## src/rtl/cascade_pic_pkg.sv

```systemverilog
package cascade_pic_pkg;

    // Acknowledge / clear sequencer states
    typedef enum logic [1:0] {
        ST_IDLE      = 2'd0,
        ST_RESPOND   = 2'd1,
        ST_CLR_SLAVE = 2'd2,
        ST_CMD_EOI   = 2'd3
    } ack_state_e;

endpackage

```

## src/rtl/cpic_resolver.sv

```systemverilog
// Rotating first-set finder: rank p maps to line (p + rot) mod N.
module cpic_resolver #(
    parameter int N = 8,
    parameter int W = $clog2(N)
) (
    input  logic [N-1:0] vec,
    input  logic [W-1:0] rot,
    output logic         found,
    output logic [W-1:0] rank,
    output logic [W-1:0] line
);

    always_comb begin
        found = 1'b0;
        rank  = '0;
        line  = '0;
        // descending scan so the lowest rank is written last
        for (int p = N - 1; p >= 0; p--) begin
            if (vec[W'(p) + rot]) begin
                found = 1'b1;
                rank  = W'(p);
                line  = W'(p) + rot;
            end
        end
    end

endmodule

```

## src/rtl/cpic_core.sv

```systemverilog
// One eight-line controller core stand-in: request latch, in-service
// register, rotation offset and winner resolution.
module cpic_core #(
    parameter int N = 8,
    parameter int W = $clog2(N)
) (
    input  logic         clk,
    input  logic         rst_n,
    input  logic [N-1:0] req_pin,
    input  logic [N-1:0] lvl_sel,
    input  logic [N-1:0] mask,
    input  logic [N-1:0] pulse_set,
    input  logic         ack_take,
    input  logic         clr_take,
    input  logic [W-1:0] clr_idx,
    input  logic         rot_load,
    input  logic [W-1:0] rot_val,
    output logic         win_valid,
    output logic [W-1:0] win_line
);

    logic [N-1:0] irr_q, isr_q, pin_q;
    logic [W-1:0] off_q;

    logic         req_found, isr_found;
    logic [W-1:0] req_rank, isr_rank, isr_line_unused;
    logic [N-1:0] ack_mask, clr_mask, rise, edge_next, irr_next, isr_next;

    cpic_resolver #(.N(N), .W(W)) u_req_pick (
        .vec   (irr_q & ~mask),
        .rot   (off_q),
        .found (req_found),
        .rank  (req_rank),
        .line  (win_line)
    );

    cpic_resolver #(.N(N), .W(W)) u_isr_pick (
        .vec   (isr_q),
        .rot   (off_q),
        .found (isr_found),
        .rank  (isr_rank),
        .line  (isr_line_unused)
    );

    assign win_valid = req_found && (!isr_found || (req_rank < isr_rank));

    always_comb begin
        ack_mask  = ack_take ? (N'(1) << win_line) : '0;
        clr_mask  = clr_take ? (N'(1) << clr_idx)  : '0;
        rise      = req_pin & ~pin_q;
        edge_next = (irr_q & ~ack_mask) | rise | (pulse_set & ~ack_mask);
        irr_next  = (lvl_sel & req_pin) | (~lvl_sel & edge_next);
        isr_next  = (isr_q | ack_mask) & ~clr_mask;
    end

    always_ff @(posedge clk or negedge rst_n) begin
        if (!rst_n) begin
            irr_q <= '0;
            isr_q <= '0;
            pin_q <= '0;
            off_q <= '0;
        end else begin
            irr_q <= irr_next;
            isr_q <= isr_next;
            pin_q <= req_pin;
            if (rot_load) begin
                off_q <= rot_val;
            end
        end
    end

endmodule

```

## src/rtl/cascade_pic_ack.sv

```systemverilog
module cascade_pic_ack
    import cascade_pic_pkg::*;
#(
    parameter int LINES     = 8,
    parameter int CASC_LINE = 2,
    parameter int VEC_W     = 8
) (
    input  logic                              clk,
    input  logic                              rst_n,
    input  logic [2*LINES-1:0]                irq_in,
    input  logic [2*LINES-1:0]                trig_level,
    input  logic [2*LINES-1:0]                irq_mask,
    input  logic [VEC_W-$clog2(LINES)-1:0]    master_base,
    input  logic [VEC_W-$clog2(LINES)-1:0]    slave_base,
    input  logic                              auto_eoi,
    input  logic                              rotate_aeoi,
    input  logic                              ack_req,
    output logic                              ack_valid,
    output logic [VEC_W-1:0]                  ack_vector,
    output logic                              cpu_irq,
    input  logic                              eoi_req,
    input  logic [$clog2(LINES):0]            eoi_line,
    output logic                              clr_valid,
    output logic [$clog2(LINES):0]            clr_line
);

    localparam int LINE_W = $clog2(LINES);
    localparam logic [LINES-1:0]  CASC_BIT = LINES'(1) << CASC_LINE;
    localparam logic [LINE_W-1:0] CASC_L   = LINE_W'(CASC_LINE);
    localparam logic [LINE_W-1:0] SPUR_L   = LINE_W'(LINES - 1);

    ack_state_e state_q, state_d;

    logic              m_valid, s_valid;
    logic [LINE_W-1:0] m_line, s_line;
    logic              accept_ack, m_take, s_take;
    logic [VEC_W-1:0]  vec_d, vec_q;
    logic              aeoi_q, m_hit_q, s_hit_q;
    logic [LINE_W-1:0] m_line_q, s_line_q;
    logic [LINE_W:0]   eoi_q;
    logic              m_clr, s_clr;

    // ---------------- controller cores ----------------
    cpic_core #(.N(LINES), .W(LINE_W)) u_master (
        .clk       (clk),
        .rst_n     (rst_n),
        .req_pin   (irq_in[LINES-1:0] & ~CASC_BIT),
        .lvl_sel   (trig_level[LINES-1:0] & ~CASC_BIT),
        .mask      (irq_mask[LINES-1:0]),
        .pulse_set (s_valid ? CASC_BIT : '0),
        .ack_take  (m_take),
        .clr_take  (m_clr),
        .clr_idx   (clr_line[LINE_W-1:0]),
        .rot_load  (m_take && auto_eoi && rotate_aeoi),
        .rot_val   (m_line + LINE_W'(1)),
        .win_valid (m_valid),
        .win_line  (m_line)
    );

    cpic_core #(.N(LINES), .W(LINE_W)) u_slave (
        .clk       (clk),
        .rst_n     (rst_n),
        .req_pin   (irq_in[2*LINES-1:LINES]),
        .lvl_sel   (trig_level[2*LINES-1:LINES]),
        .mask      (irq_mask[2*LINES-1:LINES]),
        .pulse_set ('0),
        .ack_take  (s_take),
        .clr_take  (s_clr),
        .clr_idx   (clr_line[LINE_W-1:0]),
        .rot_load  (s_take && auto_eoi && rotate_aeoi),
        .rot_val   (s_line + LINE_W'(1)),
        .win_valid (s_valid),
        .win_line  (s_line)
    );

    // ---------------- acknowledge decode ----------------
    always_comb begin
        accept_ack = (state_q == ST_IDLE) && ack_req;
        m_take     = accept_ack && m_valid;
        s_take     = m_take && (m_line == CASC_L) && s_valid;
        if (!m_valid) begin
            vec_d = {master_base, SPUR_L};
        end else if (m_line == CASC_L) begin
            vec_d = s_valid ? {slave_base, s_line} : {slave_base, SPUR_L};
        end else begin
            vec_d = {master_base, m_line};
        end
    end

    // ---------------- state register ----------------
    always_ff @(posedge clk or negedge rst_n) begin
        if (!rst_n) begin
            state_q <= ST_IDLE;
        end else begin
            state_q <= state_d;
        end
    end

    always_comb begin
        state_d = state_q;
        unique case (state_q)
            ST_IDLE: begin
                if (ack_req) begin
                    state_d = ST_RESPOND;
                end else if (eoi_req) begin
                    state_d = ST_CMD_EOI;
                end
            end
            ST_RESPOND: begin
                state_d = (aeoi_q && s_hit_q) ? ST_CLR_SLAVE : ST_IDLE;
            end
            ST_CLR_SLAVE: state_d = ST_IDLE;
            ST_CMD_EOI:   state_d = ST_IDLE;
        endcase
    end

    // ---------------- captured transaction ----------------
    always_ff @(posedge clk or negedge rst_n) begin
        if (!rst_n) begin
            vec_q    <= '0;
            aeoi_q   <= 1'b0;
            m_hit_q  <= 1'b0;
            s_hit_q  <= 1'b0;
            m_line_q <= '0;
            s_line_q <= '0;
            eoi_q    <= '0;
        end else if (state_q == ST_IDLE) begin
            if (ack_req) begin
                vec_q    <= vec_d;
                aeoi_q   <= auto_eoi;
                m_hit_q  <= m_take;
                s_hit_q  <= s_take;
                m_line_q <= m_line;
                s_line_q <= s_line;
            end else if (eoi_req) begin
                eoi_q <= eoi_line;
            end
        end
    end

    // ---------------- outputs ----------------
    always_comb begin
        ack_valid = 1'b0;
        clr_valid = 1'b0;
        clr_line  = '0;
        unique case (state_q)
            ST_IDLE: ;
            ST_RESPOND: begin
                ack_valid = 1'b1;
                if (aeoi_q && m_hit_q) begin
                    clr_valid = 1'b1;
                    clr_line  = {1'b0, m_line_q};
                end
            end
            ST_CLR_SLAVE: begin
                clr_valid = 1'b1;
                clr_line  = {1'b1, s_line_q};
            end
            ST_CMD_EOI: begin
                clr_valid = 1'b1;
                clr_line  = eoi_q;
            end
        endcase
    end

    assign ack_vector = vec_q;
    assign cpu_irq    = m_valid;
    assign m_clr      = clr_valid && !clr_line[LINE_W];
    assign s_clr      = clr_valid &&  clr_line[LINE_W];

endmodule

```

## config.mk

```make
export PLATFORM = sky130hd
export DESIGN_NAME = cascade_pic_ack
export DESIGN_NICKNAME = d
export VERILOG_FILES = /design/src/rtl/cascade_pic_pkg.sv /design/src/rtl/cpic_resolver.sv /design/src/rtl/cpic_core.sv /design/src/rtl/cascade_pic_ack.sv
export SDC_FILE = /design/constraint.sdc
export NUM_CORES = 1
export LEC_CHECK = 0
export BUFFER_PORTS_ARGS = -buffer_cell sky130_fd_sc_hd__buf_4
export CAP_MARGIN = 20
export CORE_MARGIN = 5
export CORE_UTILIZATION = 25
export DETAILED_ROUTE_END_ITERATION = 12
export PLACE_DENSITY = 0.53
export SETUP_SLACK_MARGIN = 0.15
export SLEW_MARGIN = 10
export SYNTH_ARGS = -nofsm -noshare
export SYNTH_HDL_FRONTEND = slang
export SYNTH_SLANG_ARGS = --single-unit
```

## constraint.sdc

```tcl
create_clock -name clk -period 4 [get_ports clk]
set_clock_uncertainty 0.1 [all_clocks]
set_input_delay 0.6 -clock clk [delete_from_list [all_inputs] [get_ports clk]]
set_output_delay 0.6 -clock clk [all_outputs]
set_load 0.1 [all_outputs]
```

**Yosys cells after proc, flatten, opt, wreduce, memory -nomap -nowiden**

Cells that the tools add are included.

- Bits in registers: 76
- Output and inout port bits: 15
- Word-level logic and storage cells: 273

- $add $sub $neg: 16
- Order comparisons: 18
- Eq/ne operators: 5
- Shifts and indexed selects: 3
- Muxes and demuxes: 161
- Bitwise operators: 31
- Reduce and logical (&&, ||, !) cells: 23

Operator list:

| operator | count |
|---|---|
| $mux 3 | 51 |
| $and 8x8->8 | 12 |
| $bmux 1 s3 | 32 |
| $not 8->8 | 10 |
| $mux 1 | 66 |
| $lt 3x4->1 const B | 16 |
| $or 8x8->8 | 7 |
| $mux 8 | 6 |
| $add 3x3->3 const A | 8 |
| $shl 1x3->8 const A | 3 |
| $logic_and 1x1->1 | 14 |
| $add 2x3->3 const A | 4 |
| $pmux 4 s3 | 1 |
| $and 3x8->8 | 1 |
| $add 1x3->3 const A | 2 |
| $add 3x1->3 const B | 2 |
| $lt 3x3->1 | 2 |
| $mux 2 | 3 |
| $pmux 2 s3 | 1 |
| $eq 2x2->1 const B | 2 |
| $eq 3x2->1 const B | 1 |
| $logic_not 1->1 | 3 |
| $ne 3x3->1 const B | 1 |
| $reduce_and 3->1 | 1 |
| other kinds (7) | 8 |

**Logic depth before layout (Yosys ltp)**

- Depth after elaboration: 24
- Depth in mapped cells: 19
- Depth with buffers taken out: 16

**Cells and area by module**

A second synthesis with hierarchy kept.

- Cells, all modules: 718
- Area total of the unflattened synthesis: 7134.3 sq um

By module, submodules not included:

| module | times used | cells an instance | area each (sq um) | seq. area each (sq um) |
|---|---|---|---|---|
| cpic_resolver at u_master.u_req_pick ... | 3 | 102 | 888.4 | 0.0 |
| cpic_core | 2 | 108 | 1179.9 | 675.6 |
| cascade_pic_ack | 1 | 105 | 1212.4 | 575.6 |
| cpic_resolver at u_master.u_isr_pick | 1 | 91 | 897.1 | 0.0 |

**Worst setup path before layout**

No wires, ideal clock.

- Path type: flip-flop to output port
- Start point: register u_master.off_q[0]
- End point: output port cpu_irq
- Data arrival time: 4.323 ns
- Required time: 3.300 ns
- Path slack: -1.023 ns
- Cell stages (with the launch flop): 14
- Buffers on the path: 1
- Path through: dfrtp_1 buf_4 inv_4 ha_1 xnor2_2 mux4_2 mux2_2 a211o_1 a21oi_1 ha_1 o21a_1 o22ai_1 a21oi_2 nor2b_1

- Word-level cells in the longest chain between the ends: 14
- Elaborated cells between the ends (all ways): 75
- Classes of those cells: 7 x add/sub; 1 x order compare; 64 x mux; 3 x reduce/logical

RTL lines:

| element | RTL line | text |
|---|---|---|
| start, declared | cpic_core.sv:23 | `logic [W-1:0] off_q;` |
| start signal, assigned | cpic_core.sv:67 | `off_q <= rot_val;` |
| $add 3x3->3 | cpic_resolver.sv:19 | `if (vec[W'(p) + rot]) begin` |
| $bmux 1 s3 | cpic_resolver.sv:19 |  |
| $mux 1 (implied by the code) | cpic_resolver.sv:19 |  |
| $mux 3 or $mux 1 (tied branches) (8 in a row) | cpic_resolver.sv:19 |  |
| $lt 3x3->1 or $logic_not 1->1 (tied branches) | cpic_core.sv:45 | `assign win_valid = req_found && (!isr_found \|\| (req_rank < isr_rank));` |
| $logic_or 1x1->1 | cpic_core.sv:45 |  |
| $logic_and 1x1->1 (*) | cpic_core.sv:45 |  |
| end, declared | cascade_pic_ack.sv:20 | `output logic cpu_irq,` |

Mark *: on every way between the ends. The rest lies on a longest branch, timed or not. The select of a mux whose other input is x is not followed.

**Worst setup path after layout**

Same ends and word-level chain as after synthesis.

==> impl_metrics.json <==
{
  "status": "finished, violations left",
  "violations": "setup timing",
  "synth_mux_area_share_pct": 24.41,
  "critPathMostFrequentCell": "buf_6",
  "synthCells": 666,
  "synth_compound_area_share_pct": 17.98,
  "avgSynthCellArea_sq_um": 9.989,
  "drtIter0Drc": 402,
  "io_buffers": 80,
  "maxCapViolCount": 0,
  "finalHoldViolations": 0,
  "post-route-drc-count": 0,
  "grt_pass1_vias": 6201,
  "fin_crit_sh_pct": 100.1,
  "fmax_mhz": 249.8,
  "drv_slew": 0,
  "grt_use_met1_pct": 17.77,
  "floorplan.initialDensity_pct": 25.46,
  "synthSimpleGateAreaFrac_pct": 18.49,
  "gp_congestion": 0.8572,
  "n_antenna_cell": 0,
  "synth_async_sr_flop_share_pct": 100.0,
  "layout-drive-gt1-share_pct": 46.55,
  "cts.htree.levels": 3,
  "crit_type": "reg2out",
  "clk_pin_slew_worst_paths_ns": 0.06,
  "crit_slowest_cell": "mux4_2",
  "ys.flop_type": "dfrtp_1",
  "tritoncts": "done",
  "clk_latency_ns": 0.34,
  "cp.required_ns": 3.30,
  "timing.final.ws_setup_ns": -0.003766,
  "grt_antenna_before_repair": 0,
  "grt_usage_pct": 13.11,
  "grt_busiest_layer": "met2",
  "yosysSeqAreaShare_pct": 28.59,
  "syn2layout_area_growth_pct": 45.27,
  "clock-root-buffer": "clkbuf_16",
  "clock-sinks": 76,
  "rows": 59,
  "first_pass_iters": 4,
  "die_x_microns": 173.1,
  "cp_cell_sequence": "buf_6 -> buf_6 -> buf_6 -> buf_6 -> mux2i_4 -> mux4_2 -> nor3b_4 -> buf_4 -> a21oi_2 -> ha_4 -> o21a_1 -> o22ai_2 -> a21oi_2 -> nor2b_4 -> buf_12",
  "synth_top_family_by_area": "multiplexers",
  "cts_buffer_depth": 2,
  "dieArea_sq_mm": 0.02997,
  "ant_nets": 0,
  "min_period_ns": 4.004,
  "io_pins": 83,
  "vias_per_cell": 4.958,
  "wl_microns": 19840,
  "end_kind": "primary output",
  "grt_overflow": 0,
  "ys_ff_latch": 76,
  "setup-tns-final_ns": -0.003766,
  "synth_xor_area_share_pct": 1.599,
  "yosysUniqueCellTypes": 82,
  "path_buf_inv": 6,
  "syn_area_sq_mm": 0.006653,
  "fin_nets": 968,
  "synth_edf_count": 0,
  "grt_max_degree": 77,
  "grt_pass1_wl_microns": 32730,
  "rrSetupSlack_ns": 0.09,
  "worstSetupStartpointType": "flop",
  "hold_path_class": "in2async",
  "worstPathArrival_ns": 3.30,
  "core-area_sq_mm": 0.02613,
  "vias": 6049,
  "slowest_delay_ns": 0.49,
  "synthAdderAreaFrac_pct": 3.762,
  "gr-usage-met2_pct": 22.28,
  "max_slew_margin_pct": 30.94,
  "worst_slew_pin_slew_ns": 1.021,
  "layout_common_cells": "buf_4 (205), dfrtp_1 (74), nand2_1 (61)",
  "critical-path-top-delay-family": "buffers and inverters",
  "ys_warn_count": 0,
  "synth_nets": 754,
  "mostFrequentLayoutCell": "buf_4",
  "cts_buffers": 9,
  "die_h_microns": 173.1,
  "critPathMaxFanout": 6,
  "rsz0062_at_grt": "true",
  "setup_viol": 1,
  "post-dp-hpwl_microns": 15630,
  "wl_per_cell_microns": 16.26,
  "fillers": 2649,
  "grt_util_met3_pct": 1.376
}
## cell usage after synthesis, types with 4 or more instances
library cell / instances / area share (%)
dfrtp_1: 76 / 29
nand2_1: 66 / 3.7
mux4_2: 48 / 16
inv_1: 37 / 2.1
mux2i_1: 36 / 5.4
nor2_1: 36 / 2.0
o21ai_0: 34 / 2.6
a21oi_1: 32 / 2.4
nand2b_1: 31 / 2.9
ha_1: 20 / 3.8
nor2b_1: 19 / 1.8
mux2_2: 15 / 2.5
nand3_1: 13 / 0.98
o21ai_1: 13 / 0.98
and2_1: 10 / 0.94
a31oi_1: 9 / 0.85
buf_2: 9 / 0.68
clkbuf_1: 9 / 0.51
a2bb2oi_1: 7 / 0.92
a32o_1: 7 / 1.1
and3_1: 7 / 0.66
nor3b_2: 7 / 1.3
a211oi_1: 6 / 0.68
nor3_1: 6 / 0.45
o211ai_1: 5 / 0.56
o21a_1: 5 / 0.56
a22oi_1: 4 / 0.45
and3b_1: 4 / 0.53
buf_6: 4 / 0.68
nor3b_1: 4 / 0.45
nor4b_1: 4 / 0.53
o31ai_1: 4 / 0.45
## what timing repair did
action | CTS | global route
hold buffers | 0 | 0
resized for setup | 66 | 65
cloned | 1 | 1
pin swaps | 19 | 40
setup endpoints to repair | 45 | 49
setup buffers | 14 | 9
## stage by stage
stage          utilization [%]  area, sq um  std cells  hold WS [ns]  worst slack [ns]
2_1_floorplan                -         6735        666        0.2044            0.1055
4_1_cts                  35.45         9265       1209        0.2570           -0.1120
5_1_grt                  36.98         9664       1220      0.008563           -0.1740
6_report                 36.98         9664       1220      0.005762         -0.003766
3_3_place_gp             32.57         8511       1178        0.3661          -0.08799
3_5_place_dp             32.57         8511       1178        0.3765           -0.1669
## worst reg2reg max path, delay by kind of cell, from the launching register on
family / cells / cell delay, ns
AOI/OAI and AO/OA: 6 / 1.01
buffers and inverters: 7 / 1.00
muxes: 2 / 0.68
and+or+nand+nor: 2 / 0.45
DFF: 1 / 0.41
adders and majority gates: 1 / 0.21
## layout make-up
type,instances,area [sq um],share of cell area [%]
sequential,76,1904,19.70
tap,335,419.2,4.337
timing repair buffer,232,1886,19.51
multi-input combinational,520,4941,51.13
clock buffer,9,225.2,2.330
clock inverter,7,123.9,1.282
inverter,41,165.2,1.709
## routing by layer
metal / vias up / part of all wire, %
li1: 2933 / -
met2: 115 / 50
met3: 21 / 2.9
met4: 0 / 1.5
met5: - / 0
met1: 2980 / 46
## flip-flops by register name (all words and copies together), names as in the netlist, 2 cells and up
signal          cells
eoi_q               4
u_slave.isr_q       8
u_master.irr_q      8
state_q             2
m_line_q            3
s_line_q            3
ack_vector          8
u_slave.off_q       3
u_slave.pin_q       8
u_slave.irr_q       8
u_master.pin_q      7
u_master.isr_q      8
u_master.off_q      3
## final timing paths
check	start	to	cells after the start
min in group clk	irq_in[13]	u_slave.pin_q[5]	1
hold reg to reg	m_hit_q	m_hit_q	1
setup / recovery	u_master.off_q[0]	cpu_irq	15
setup reg to reg	u_master.off_q[0]	u_slave.isr_q[2]	18
hold / removal	rst_n	u_slave.pin_q[5]	1
max in group asynchronous	rst_n	u_master.off_q[1]	2
## logic make-up (layout without fill, tap and decap cells)
logic type | count (synthesis) | count (layout)
AND/OR/NAND/NOR | 224 | 224
XOR/XNOR | 7 | 7
AO/OA/AOI/OAI | 169 | 169
flip-flops | 76 | 76
buffers and inverters | 70 | 289
adder cells (fa/ha/maj) | 20 | 20
multiplexers | 100 | 100
Power is not shown: default switching activity piles up to over one toggle a cycle in this logic, so the estimate is an artifact.
